===== src/rtl/cpg_pkg.sv =====
package cpg_pkg;

  typedef enum logic [2:0] {
    P_IDLE = 3'd0,
    P_MUL  = 3'd1,
    P_DIV1 = 3'd2,
    P_CNT  = 3'd3,
    P_DIV2 = 3'd4
  } plan_st_e;

  typedef enum logic [1:0] {
    S_IDLE = 2'd0,
    S_PLAN = 2'd1,
    S_RUN  = 2'd2
  } pace_st_e;

endpackage


===== src/rtl/cpg_divider.sv =====
module cpg_divider #(
  parameter int NUM_W = 30,
  parameter int DEN_W = 16
) (
  input  logic             clk,
  input  logic             rst_n,
  input  logic             go,
  input  logic [NUM_W-1:0] num,
  input  logic [DEN_W-1:0] den,
  output logic             done,
  output logic [NUM_W-1:0] quo,
  output logic [DEN_W-1:0] rem
);
  localparam int CNT_W = $clog2(NUM_W + 1);

  logic             busy_q, busy_d;
  logic             done_q, done_d;
  logic [CNT_W-1:0] cnt_q, cnt_d;
  logic [NUM_W-1:0] quo_q, quo_d;
  logic [DEN_W-1:0] rem_q, rem_d;
  logic [DEN_W:0]   shifted;
  logic             qbit;

  always_comb begin
    busy_d  = busy_q;
    done_d  = 1'b0;
    cnt_d   = cnt_q;
    quo_d   = quo_q;
    rem_d   = rem_q;
    shifted = {rem_q, quo_q[NUM_W-1]};
    qbit    = 1'b0;
    if (go) begin
      busy_d = 1'b1;
      cnt_d  = CNT_W'(NUM_W);
      quo_d  = num;
      rem_d  = '0;
    end else if (busy_q) begin
      if (shifted >= {1'b0, den}) begin
        rem_d = DEN_W'(shifted - {1'b0, den});
        qbit  = 1'b1;
      end else begin
        rem_d = DEN_W'(shifted);
      end
      quo_d = {quo_q[NUM_W-2:0], qbit};
      cnt_d = cnt_q - 1'b1;
      if (cnt_q == CNT_W'(1)) begin
        busy_d = 1'b0;
        done_d = 1'b1;
      end
    end
  end

  always_ff @(posedge clk or negedge rst_n) begin
    if (!rst_n) begin
      busy_q <= 1'b0;
      done_q <= 1'b0;
      cnt_q  <= '0;
      quo_q  <= '0;
      rem_q  <= '0;
    end else begin
      busy_q <= busy_d;
      done_q <= done_d;
      cnt_q  <= cnt_d;
      quo_q  <= quo_d;
      rem_q  <= rem_d;
    end
  end

  assign done = done_q;
  assign quo  = quo_q;
  assign rem  = rem_q;
endmodule


===== src/rtl/cpg_plan.sv =====
module cpg_plan
  import cpg_pkg::*;
#(
  parameter int RNG_W = 12,
  parameter int CHN_W = 6,
  parameter int PLS_W = 8,
  parameter int ELB_W = 4,
  parameter int PKT_W = 16,
  parameter int CPI_W = 24,
  localparam int TOTAL_W = RNG_W + CHN_W + PLS_W + ELB_W
) (
  input  logic               clk,
  input  logic               rst_n,
  input  logic               go,
  input  logic [RNG_W-1:0]   rng,
  input  logic [CHN_W-1:0]   chn,
  input  logic [PLS_W-1:0]   pls,
  input  logic [ELB_W-1:0]   elb,
  input  logic [PKT_W-1:0]   pkt,
  input  logic [CPI_W-1:0]   cpi,
  output logic               done,
  output logic [TOTAL_W-1:0] pkt_cnt,
  output logic [PKT_W-1:0]   last_len,
  output logic [PKT_W-1:0]   pkt_len,
  output logic [CPI_W-1:0]   spacing
);
  plan_st_e           st_q, st_d;
  logic [TOTAL_W-1:0] total_q, total_d;
  logic [PKT_W-1:0]   pkt_q, pkt_d;
  logic [CPI_W-1:0]   cpi_q, cpi_d;
  logic [TOTAL_W-1:0] cnt_q, cnt_d;
  logic [PKT_W-1:0]   last_q, last_d;
  logic [CPI_W-1:0]   spc_q, spc_d;
  logic               done_q, done_d;

  logic               d1_go, d1_done;
  logic [TOTAL_W-1:0] d1_quo;
  logic [PKT_W-1:0]   d1_rem;
  logic               d2_go, d2_done;
  logic [CPI_W-1:0]   d2_quo;
  logic [TOTAL_W-1:0] d2_rem;

  cpg_divider #(.NUM_W(TOTAL_W), .DEN_W(PKT_W)) div_cnt_i (
    .clk(clk), .rst_n(rst_n), .go(d1_go), .num(total_q), .den(pkt_q),
    .done(d1_done), .quo(d1_quo), .rem(d1_rem)
  );

  cpg_divider #(.NUM_W(CPI_W), .DEN_W(TOTAL_W)) div_spc_i (
    .clk(clk), .rst_n(rst_n), .go(d2_go), .num(cpi_q), .den(cnt_q),
    .done(d2_done), .quo(d2_quo), .rem(d2_rem)
  );

  always_comb begin
    st_d    = st_q;
    total_d = total_q;
    pkt_d   = pkt_q;
    cpi_d   = cpi_q;
    cnt_d   = cnt_q;
    last_d  = last_q;
    spc_d   = spc_q;
    done_d  = 1'b0;
    d1_go   = 1'b0;
    d2_go   = 1'b0;
    if (go) begin
      st_d    = P_MUL;
      total_d = TOTAL_W'(rng) * TOTAL_W'(chn) * TOTAL_W'(pls) * TOTAL_W'(elb);
      pkt_d   = pkt;
      cpi_d   = cpi;
    end else begin
      unique case (st_q)
        P_MUL: begin
          if (total_q == '0 || pkt_q == '0) begin
            cnt_d  = '0;
            done_d = 1'b1;
            st_d   = P_IDLE;
          end else begin
            d1_go = 1'b1;
            st_d  = P_DIV1;
          end
        end
        P_DIV1: begin
          if (d1_done) begin
            cnt_d  = d1_quo + TOTAL_W'(d1_rem != '0);
            last_d = (d1_rem == '0) ? pkt_q : d1_rem;
            st_d   = P_CNT;
          end
        end
        P_CNT: begin
          d2_go = 1'b1;
          st_d  = P_DIV2;
        end
        P_DIV2: begin
          if (d2_done) begin
            spc_d  = d2_quo;
            done_d = 1'b1;
            st_d   = P_IDLE;
          end
        end
        default: st_d = P_IDLE;
      endcase
    end
  end

  always_ff @(posedge clk or negedge rst_n) begin
    if (!rst_n) begin
      st_q    <= P_IDLE;
      total_q <= '0;
      pkt_q   <= '0;
      cpi_q   <= '0;
      cnt_q   <= '0;
      last_q  <= '0;
      spc_q   <= '0;
      done_q  <= 1'b0;
    end else begin
      st_q    <= st_d;
      total_q <= total_d;
      pkt_q   <= pkt_d;
      cpi_q   <= cpi_d;
      cnt_q   <= cnt_d;
      last_q  <= last_d;
      spc_q   <= spc_d;
      done_q  <= done_d;
    end
  end

  assign done     = done_q;
  assign pkt_cnt  = cnt_q;
  assign last_len = last_q;
  assign pkt_len  = pkt_q;
  assign spacing  = spc_q;
endmodule


===== src/rtl/cpg_pacer.sv =====
module cpg_pacer
  import cpg_pkg::*;
#(
  parameter int CNT_W = 30,
  parameter int PKT_W = 16,
  parameter int CPI_W = 24
) (
  input  logic             clk,
  input  logic             rst_n,
  input  logic             cpi_start,
  input  logic             plan_done,
  input  logic [CNT_W-1:0] plan_cnt,
  input  logic [PKT_W-1:0] plan_last,
  input  logic [PKT_W-1:0] plan_pkt,
  input  logic [CPI_W-1:0] plan_spc,
  input  logic             frm_free,
  output logic             launch,
  output logic [PKT_W-1:0] launch_len,
  output logic [CNT_W-1:0] launch_idx,
  output logic             ovr_flag,
  output logic             late_err
);
  pace_st_e         st_q, st_d;
  logic [CNT_W-1:0] left_q, left_d;
  logic [CNT_W-1:0] idx_q, idx_d;
  logic [CPI_W-1:0] gap_q, gap_d;
  logic [PKT_W-1:0] last_q, last_d;
  logic [PKT_W-1:0] pkt_q, pkt_d;
  logic [CPI_W-1:0] spc_q, spc_d;
  logic             ovr_q, ovr_d;
  logic             late_q, late_d;
  logic             due;

  assign due        = (st_q == S_RUN) && (gap_q == '0);
  assign launch     = due && frm_free && !cpi_start;
  assign launch_len = (left_q == CNT_W'(1)) ? last_q : pkt_q;
  assign launch_idx = idx_q;

  always_comb begin
    st_d   = st_q;
    left_d = left_q;
    idx_d  = idx_q;
    gap_d  = gap_q;
    last_d = last_q;
    pkt_d  = pkt_q;
    spc_d  = spc_q;
    ovr_d  = ovr_q;
    late_d = late_q;
    if (cpi_start) begin
      st_d  = S_PLAN;
      ovr_d = 1'b0;
      if (st_q != S_IDLE) late_d = 1'b1;
    end else begin
      unique case (st_q)
        S_PLAN: begin
          if (plan_done) begin
            if (plan_cnt == '0) begin
              st_d = S_IDLE;
            end else begin
              st_d   = S_RUN;
              left_d = plan_cnt;
              idx_d  = '0;
              gap_d  = '0;
              last_d = plan_last;
              pkt_d  = plan_pkt;
              spc_d  = plan_spc;
            end
          end
        end
        S_RUN: begin
          if (launch) begin
            left_d = left_q - 1'b1;
            idx_d  = idx_q + 1'b1;
            gap_d  = (spc_q == '0) ? '0 : spc_q - 1'b1;
            if (left_q == CNT_W'(1)) st_d = S_IDLE;
          end else begin
            if (gap_q != '0) gap_d = gap_q - 1'b1;
            if (due && !frm_free) ovr_d = 1'b1;
          end
        end
        default: st_d = S_IDLE;
      endcase
    end
  end

  always_ff @(posedge clk or negedge rst_n) begin
    if (!rst_n) begin
      st_q   <= S_IDLE;
      left_q <= '0;
      idx_q  <= '0;
      gap_q  <= '0;
      last_q <= '0;
      pkt_q  <= '0;
      spc_q  <= '0;
      ovr_q  <= 1'b0;
      late_q <= 1'b0;
    end else begin
      st_q   <= st_d;
      left_q <= left_d;
      idx_q  <= idx_d;
      gap_q  <= gap_d;
      last_q <= last_d;
      pkt_q  <= pkt_d;
      spc_q  <= spc_d;
      ovr_q  <= ovr_d;
      late_q <= late_d;
    end
  end

  assign ovr_flag = ovr_q;
  assign late_err = late_q;
endmodule


===== src/rtl/cpg_framer.sv =====
module cpg_framer #(
  parameter int DATA_W = 32,
  parameter int DEST_W = 8,
  parameter int LEN_W  = 16,
  parameter int IDX_W  = 30
) (
  input  logic              clk,
  input  logic              rst_n,
  input  logic              launch,
  input  logic [LEN_W-1:0]  len,
  input  logic [IDX_W-1:0]  idx,
  input  logic [DEST_W-1:0] dest,
  input  logic              out_ready,
  output logic              out_valid,
  output logic [DATA_W-1:0] out_data,
  output logic              out_sop,
  output logic              out_eop,
  output logic              free
);
  localparam int WB    = DATA_W / 8;
  localparam int WB_SH = $clog2(WB);
  localparam int HALF  = DATA_W / 2;

  logic              vld_q, vld_d;
  logic [DATA_W-1:0] data_q, data_d;
  logic              sop_q, sop_d;
  logic              eop_q, eop_d;
  logic [LEN_W:0]    left_q, left_d;
  logic [LEN_W-1:0]  widx_q, widx_d;
  logic [IDX_W-1:0]  pidx_q, pidx_d;
  logic [LEN_W:0]    nwords;
  logic [DATA_W-1:0] hdr;

  assign free   = !vld_q || (out_ready && eop_q);
  assign nwords = ({1'b0, len} + (LEN_W+1)'(WB - 1)) >> WB_SH;

  always_comb begin
    hdr = '0;
    hdr[DATA_W-1 -: DEST_W] = dest;
    hdr[LEN_W-1:0] = len;
  end

  always_comb begin
    vld_d  = vld_q;
    data_d = data_q;
    sop_d  = sop_q;
    eop_d  = eop_q;
    left_d = left_q;
    widx_d = widx_q;
    pidx_d = pidx_q;
    if (launch) begin
      vld_d  = 1'b1;
      data_d = hdr;
      sop_d  = 1'b1;
      eop_d  = 1'b0;
      left_d = nwords;
      widx_d = '0;
      pidx_d = idx;
    end else if (vld_q && out_ready) begin
      if (left_q != '0) begin
        data_d = {HALF'(pidx_q), HALF'(widx_q)};
        sop_d  = 1'b0;
        eop_d  = (left_q == (LEN_W+1)'(1));
        left_d = left_q - 1'b1;
        widx_d = widx_q + 1'b1;
      end else begin
        vld_d = 1'b0;
        sop_d = 1'b0;
        eop_d = 1'b0;
      end
    end
  end

  always_ff @(posedge clk or negedge rst_n) begin
    if (!rst_n) begin
      vld_q  <= 1'b0;
      data_q <= '0;
      sop_q  <= 1'b0;
      eop_q  <= 1'b0;
      left_q <= '0;
      widx_q <= '0;
      pidx_q <= '0;
    end else begin
      vld_q  <= vld_d;
      data_q <= data_d;
      sop_q  <= sop_d;
      eop_q  <= eop_d;
      left_q <= left_d;
      widx_q <= widx_d;
      pidx_q <= pidx_d;
    end
  end

  assign out_valid = vld_q;
  assign out_data  = data_q;
  assign out_sop   = sop_q;
  assign out_eop   = eop_q;
endmodule


===== src/rtl/cube_pkt_pacer.sv =====
module cube_pkt_pacer #(
  parameter int RNG_W  = 12,
  parameter int CHN_W  = 6,
  parameter int PLS_W  = 8,
  parameter int ELB_W  = 4,
  parameter int PKT_W  = 16,
  parameter int CPI_W  = 24,
  parameter int DEST_W = 8,
  parameter int DATA_W = 32
) (
  input  logic              clk,
  input  logic              rst_n,
  input  logic              cpi_start,
  input  logic [RNG_W-1:0]  cfg_ranges,
  input  logic [CHN_W-1:0]  cfg_channels,
  input  logic [PLS_W-1:0]  cfg_pulses,
  input  logic [ELB_W-1:0]  cfg_elem_bytes,
  input  logic [PKT_W-1:0]  cfg_pkt_bytes,
  input  logic [CPI_W-1:0]  cfg_cpi_cycles,
  input  logic [DEST_W-1:0] cfg_dest,
  output logic              out_valid,
  input  logic              out_ready,
  output logic [DATA_W-1:0] out_data,
  output logic              out_sop,
  output logic              out_eop,
  output logic              ovr_flag,
  output logic              late_err
);
  localparam int TOTAL_W = RNG_W + CHN_W + PLS_W + ELB_W;

  logic [1:0]         rst_sync_q;
  logic               rst_n_i;
  logic [DEST_W-1:0]  dest_q;
  logic               plan_done;
  logic [TOTAL_W-1:0] plan_cnt;
  logic [PKT_W-1:0]   plan_last, plan_pkt;
  logic [CPI_W-1:0]   plan_spc;
  logic               frm_free, launch;
  logic [PKT_W-1:0]   launch_len;
  logic [TOTAL_W-1:0] launch_idx;

  always_ff @(posedge clk or negedge rst_n) begin
    if (!rst_n) rst_sync_q <= 2'b00;
    else        rst_sync_q <= {rst_sync_q[0], 1'b1};
  end
  assign rst_n_i = rst_sync_q[1];

  always_ff @(posedge clk or negedge rst_n_i) begin
    if (!rst_n_i)       dest_q <= '0;
    else if (cpi_start) dest_q <= cfg_dest;
  end

  cpg_plan #(
    .RNG_W(RNG_W), .CHN_W(CHN_W), .PLS_W(PLS_W), .ELB_W(ELB_W),
    .PKT_W(PKT_W), .CPI_W(CPI_W)
  ) plan_i (
    .clk(clk), .rst_n(rst_n_i), .go(cpi_start),
    .rng(cfg_ranges), .chn(cfg_channels), .pls(cfg_pulses), .elb(cfg_elem_bytes),
    .pkt(cfg_pkt_bytes), .cpi(cfg_cpi_cycles),
    .done(plan_done), .pkt_cnt(plan_cnt), .last_len(plan_last),
    .pkt_len(plan_pkt), .spacing(plan_spc)
  );

  cpg_pacer #(.CNT_W(TOTAL_W), .PKT_W(PKT_W), .CPI_W(CPI_W)) pacer_i (
    .clk(clk), .rst_n(rst_n_i), .cpi_start(cpi_start),
    .plan_done(plan_done), .plan_cnt(plan_cnt), .plan_last(plan_last),
    .plan_pkt(plan_pkt), .plan_spc(plan_spc), .frm_free(frm_free),
    .launch(launch), .launch_len(launch_len), .launch_idx(launch_idx),
    .ovr_flag(ovr_flag), .late_err(late_err)
  );

  cpg_framer #(.DATA_W(DATA_W), .DEST_W(DEST_W), .LEN_W(PKT_W), .IDX_W(TOTAL_W)) framer_i (
    .clk(clk), .rst_n(rst_n_i), .launch(launch), .len(launch_len),
    .idx(launch_idx), .dest(dest_q), .out_ready(out_ready),
    .out_valid(out_valid), .out_data(out_data), .out_sop(out_sop),
    .out_eop(out_eop), .free(frm_free)
  );
endmodule


===== config.mk =====
export PLATFORM = sky130hd
export DESIGN_NAME = cube_pkt_pacer
export DESIGN_NICKNAME = d
export VERILOG_FILES = /design/src/rtl/cpg_pkg.sv /design/src/rtl/cpg_divider.sv /design/src/rtl/cpg_plan.sv /design/src/rtl/cpg_pacer.sv /design/src/rtl/cpg_framer.sv /design/src/rtl/cube_pkt_pacer.sv
export SDC_FILE = /design/constraint.sdc
export NUM_CORES = 2
export LEC_CHECK = 0
export ABC_AREA = 1
export BUFFER_PORTS_ARGS = -buffer_cell sky130_fd_sc_hd__buf_2
export CELL_PAD_IN_SITES_DETAIL_PLACEMENT = 1
export CELL_PAD_IN_SITES_GLOBAL_PLACEMENT = 2
export CORE_AREA = 10 10 257 505
export CTS_BUF_LIST = sky130_fd_sc_hd__clkbuf_4 sky130_fd_sc_hd__clkbuf_8
export DETAILED_ROUTE_END_ITERATION = 10
export DIE_AREA = 0 0 267 515
export PLACE_DENSITY_LB_ADDON = 0.1
export SYNTH_ARGS = -nofsm -noshare
export SYNTH_HDL_FRONTEND = slang
export SYNTH_HIERARCHICAL = 1
export SYNTH_SLANG_ARGS = --single-unit

===== constraint.sdc =====
create_clock -name clk -period 14.4 [get_ports clk]
set_clock_uncertainty 0.15 [all_clocks]
set_input_delay 4.32 -clock clk [delete_from_list [all_inputs] [get_ports clk]]
set_output_delay 4.32 -clock clk [all_outputs]
set_load 0.005 [all_outputs]

==> impl_metrics.py <==
metrics = {
    "setup_path": {
        "crit_start": "cfg_channels[0]",
        "cpMaxStageDelayCell": "fa_1",
        "cpPeakStageDelay_ns": 0.56,
        "critPathBufInv": 13,
        "crit_arrival_ns": 14.24,
        "critical-path-top-delay-family": "adder cells",
        "path_class": "in2reg",
        "cp.required_ns": 14.88,
        "cp_max_fo": 13,
        "crit_path_end_kind": "register",
        "crit_top_cell": "inv_1",
        "reg2reg_from": "pacer_i/st_q[0]",
        "start_kind": "input port",
    },
    "global_route": {
        "grt_util_all_layers_pct": 22.5,
        "gr-total-overflow": 0,
        "antenna_found_initial": 3,
        "grt_pass1_wl_um": 239000,
        "grt_pass1_vias": 41515,
        "grt_max_degree": 136,
    },
    "detailed_routing": {
        "drt_first_iter_violations": 1424,
        "wl_um": 152000,
        "routedWlPerCell_um": 20.0,
        "via_per_inst": 4.92,
        "drt-pass1-iter-count": 7,
        "ant_nets": 0,
        "vias": 37371,
        "drcViolationCount": 0,
    },
    "sta": {
        "max_freq_mhz": 72.7,
        "setup_viol": 0,
        "finalHoldViolations": 0,
        "slew_viol_final": 0,
        "maxSlewHeadroom_pct": 19.2,
        "worst_pin_slew_ns": 1.21,
        "rsz0062_at_grt": "false",
        "fin_crit_sh_pct": 95.5,
        "fin_crit_ns": 13.75,
        "holdWs_ns": 0.198,
    },
    "worst_hold_path": {
        "min_from": "rst_sync_q[0]",
        "hp-class": "reg2reg",
    },
    "synthesis": {
        "syn_nets": 6308,
        "synth.avg_cell_area_um2": 6.83,
        "syn_inst": 5868,
        "ys.warnings.count": 6,
        "synth_area_um2": 40100,
    },
    "clock_network": {
        "cts_hold_buffers": 0,
        "clkTransAtPathRegs_ns": 0.05,
        "cts_root_buf": "clkbuf_8",
        "cts_made_buffers": 79,
        "cts.sinks": 482,
        "cts_resized": 0,
        "cts_tree": "built",
        "cts_buffer_depth": 3,
        "htreeDepth": 3,
        "clk_latency_ns": 0.76,
        "post_cts_buffers": 0,
    },
    "finish": {
        "nFillCells": 15534,
        "drive_above_1_share_pct": 8.00,
        "multiInputGateArea_um2": 23600,
        "synthToLayoutAreaGrowth_pct": 10.3,
        "register_area_um2": 12100,
        "fin_nets": 6417,
    },
    "status": {
        "status": "finished clean",
    },
    "floorplanning": {
        "io_pins": 119,
        "die-area_um2": 138000,
        "initial_core_util_pct": 33.0,
        "fp.coreArea_um2": 121000,
        "die_w_um": 267,
        "row_count": 181,
        "die_h_um": 515,
    },
    "place": {
        "gp_congestion": 0.896,
        "place_hpwl_um": 122000,
        "numPortBuffers": 118,
    },
    "run": {
        "cap_violations": 0,
    },
}
## per-stage QoR
| stage | std cells | setup TNS (ns) | worst slack, ns | utilization [%] | instance area [um2] |
|---|---|---|---|---|---|
| after detailed placement | 7451 | -1.13 | -0.159 | 34.9 | 42400 |
| after global routing | 7596 | 0 | 0.0738 | 36.4 | 44200 |
| final | 7596 | 0 | 0.648 | 36.4 | 44200 |
| after floorplan | 5868 | 0 | 1.18 | - | 40100 |
| after global placement | 7451 | -0.230 | -0.0716 | 34.9 | 42400 |
| after CTS | 7594 | 0 | 0.655 | 36.4 | 44200 |
## cell usage in the layout (no fill, tap or decap), types with 14 or more instances in the layout
cell,count
a21oi_1,101
nand2_2,18
nand3_1,369
nand3b_1,46
clkinv_2,14
o21ai_0,213
xor2_1,63
nor2_1,594
ha_1,170
clkbuf_4,17
xnor2_1,40
dfrtp_1,481
nor3_1,48
nand2_1,2037
buf_4,75
nor2_2,24
a31oi_1,18
inv_1,931
a22oi_1,42
buf_2,117
mux2_2,23
fa_1,187
o21ai_1,52
nor2_4,14
clkbuf_8,100
nand4_1,80
o211ai_1,15
## layer usage
metal	track usage [%]	routed length (um)	vias up
li1	-	-	18303
met1	20.9	52200	18301
met2	46.3	87800	473
met3	2.03	2930	292
met4	12.1	9000	2
met5	0	13	-
## final cells by class
cell class	instances	area share [%]
Antenna cell	2	0.0113
Clock buffer	117	3.40
Clock inverter	26	0.603
Inverter	953	8.09
Multi-Input combinational cell	4267	53.5
Sequential cell	482	27.3
Tap cell	1555	4.40
Timing Repair Buffer	194	2.69
## path summary, 6_finish.rpt
kind / to / slack, ns / depth (start not counted)
max in group asynchronous: rst_sync_q[1] / 10.80 / 1
hold / removal: rst_sync_q[1] / 0.20 / 0
hold reg to reg: rst_sync_q[1] / 0.20 / 0
min in group asynchronous: plan_i/div_spc_i/rem[21] / 0.23 / 0
setup reg to reg: pacer_i/left_q[19] / 10.39 / 7
setup / recovery: plan_i/total_q[28] / 0.65 / 45
## worst register-to-register path, cell delays in order (launching register included)
cell and delay, ns:
dfrtp_1 0.41, inv_1 0.10, ha_2 0.18, buf_4 0.66, nand4_4 0.65, a21oi_4 0.98
buf_4 0.56, o21ai_0 0.17
## flip-flops by register name (all words and copies together) (netlist names), 3 cells and up
signal	count
framer_i/pidx_q	16
framer_i/left_q	17
plan_i/div_cnt_i/cnt_q	5
framer_i/widx_q	16
pacer_i/left_q	30
plan_i/div_spc_i/cnt_q	5
plan_i/cpi_q	24
dest_q	8
plan_i/last_len	16
plan_i/spacing	24
plan_i/st_q	3
pacer_i/last_q	16
pacer_i/spc_q	24
plan_i/total_q	30
plan_i/div_cnt_i/quo	30
plan_i/div_spc_i/rem	30
framer_i/out_data	32
plan_i/div_cnt_i/rem	16
pacer_i/gap_q	24
plan_i/pkt_cnt	30
pacer_i/pkt_q	16
plan_i/pkt_len	16
plan_i/div_spc_i/quo	24
pacer_i/launch_idx	16
Power is not shown: default switching activity piles up to over one toggle a cycle in this logic, so the estimate is an artifact.
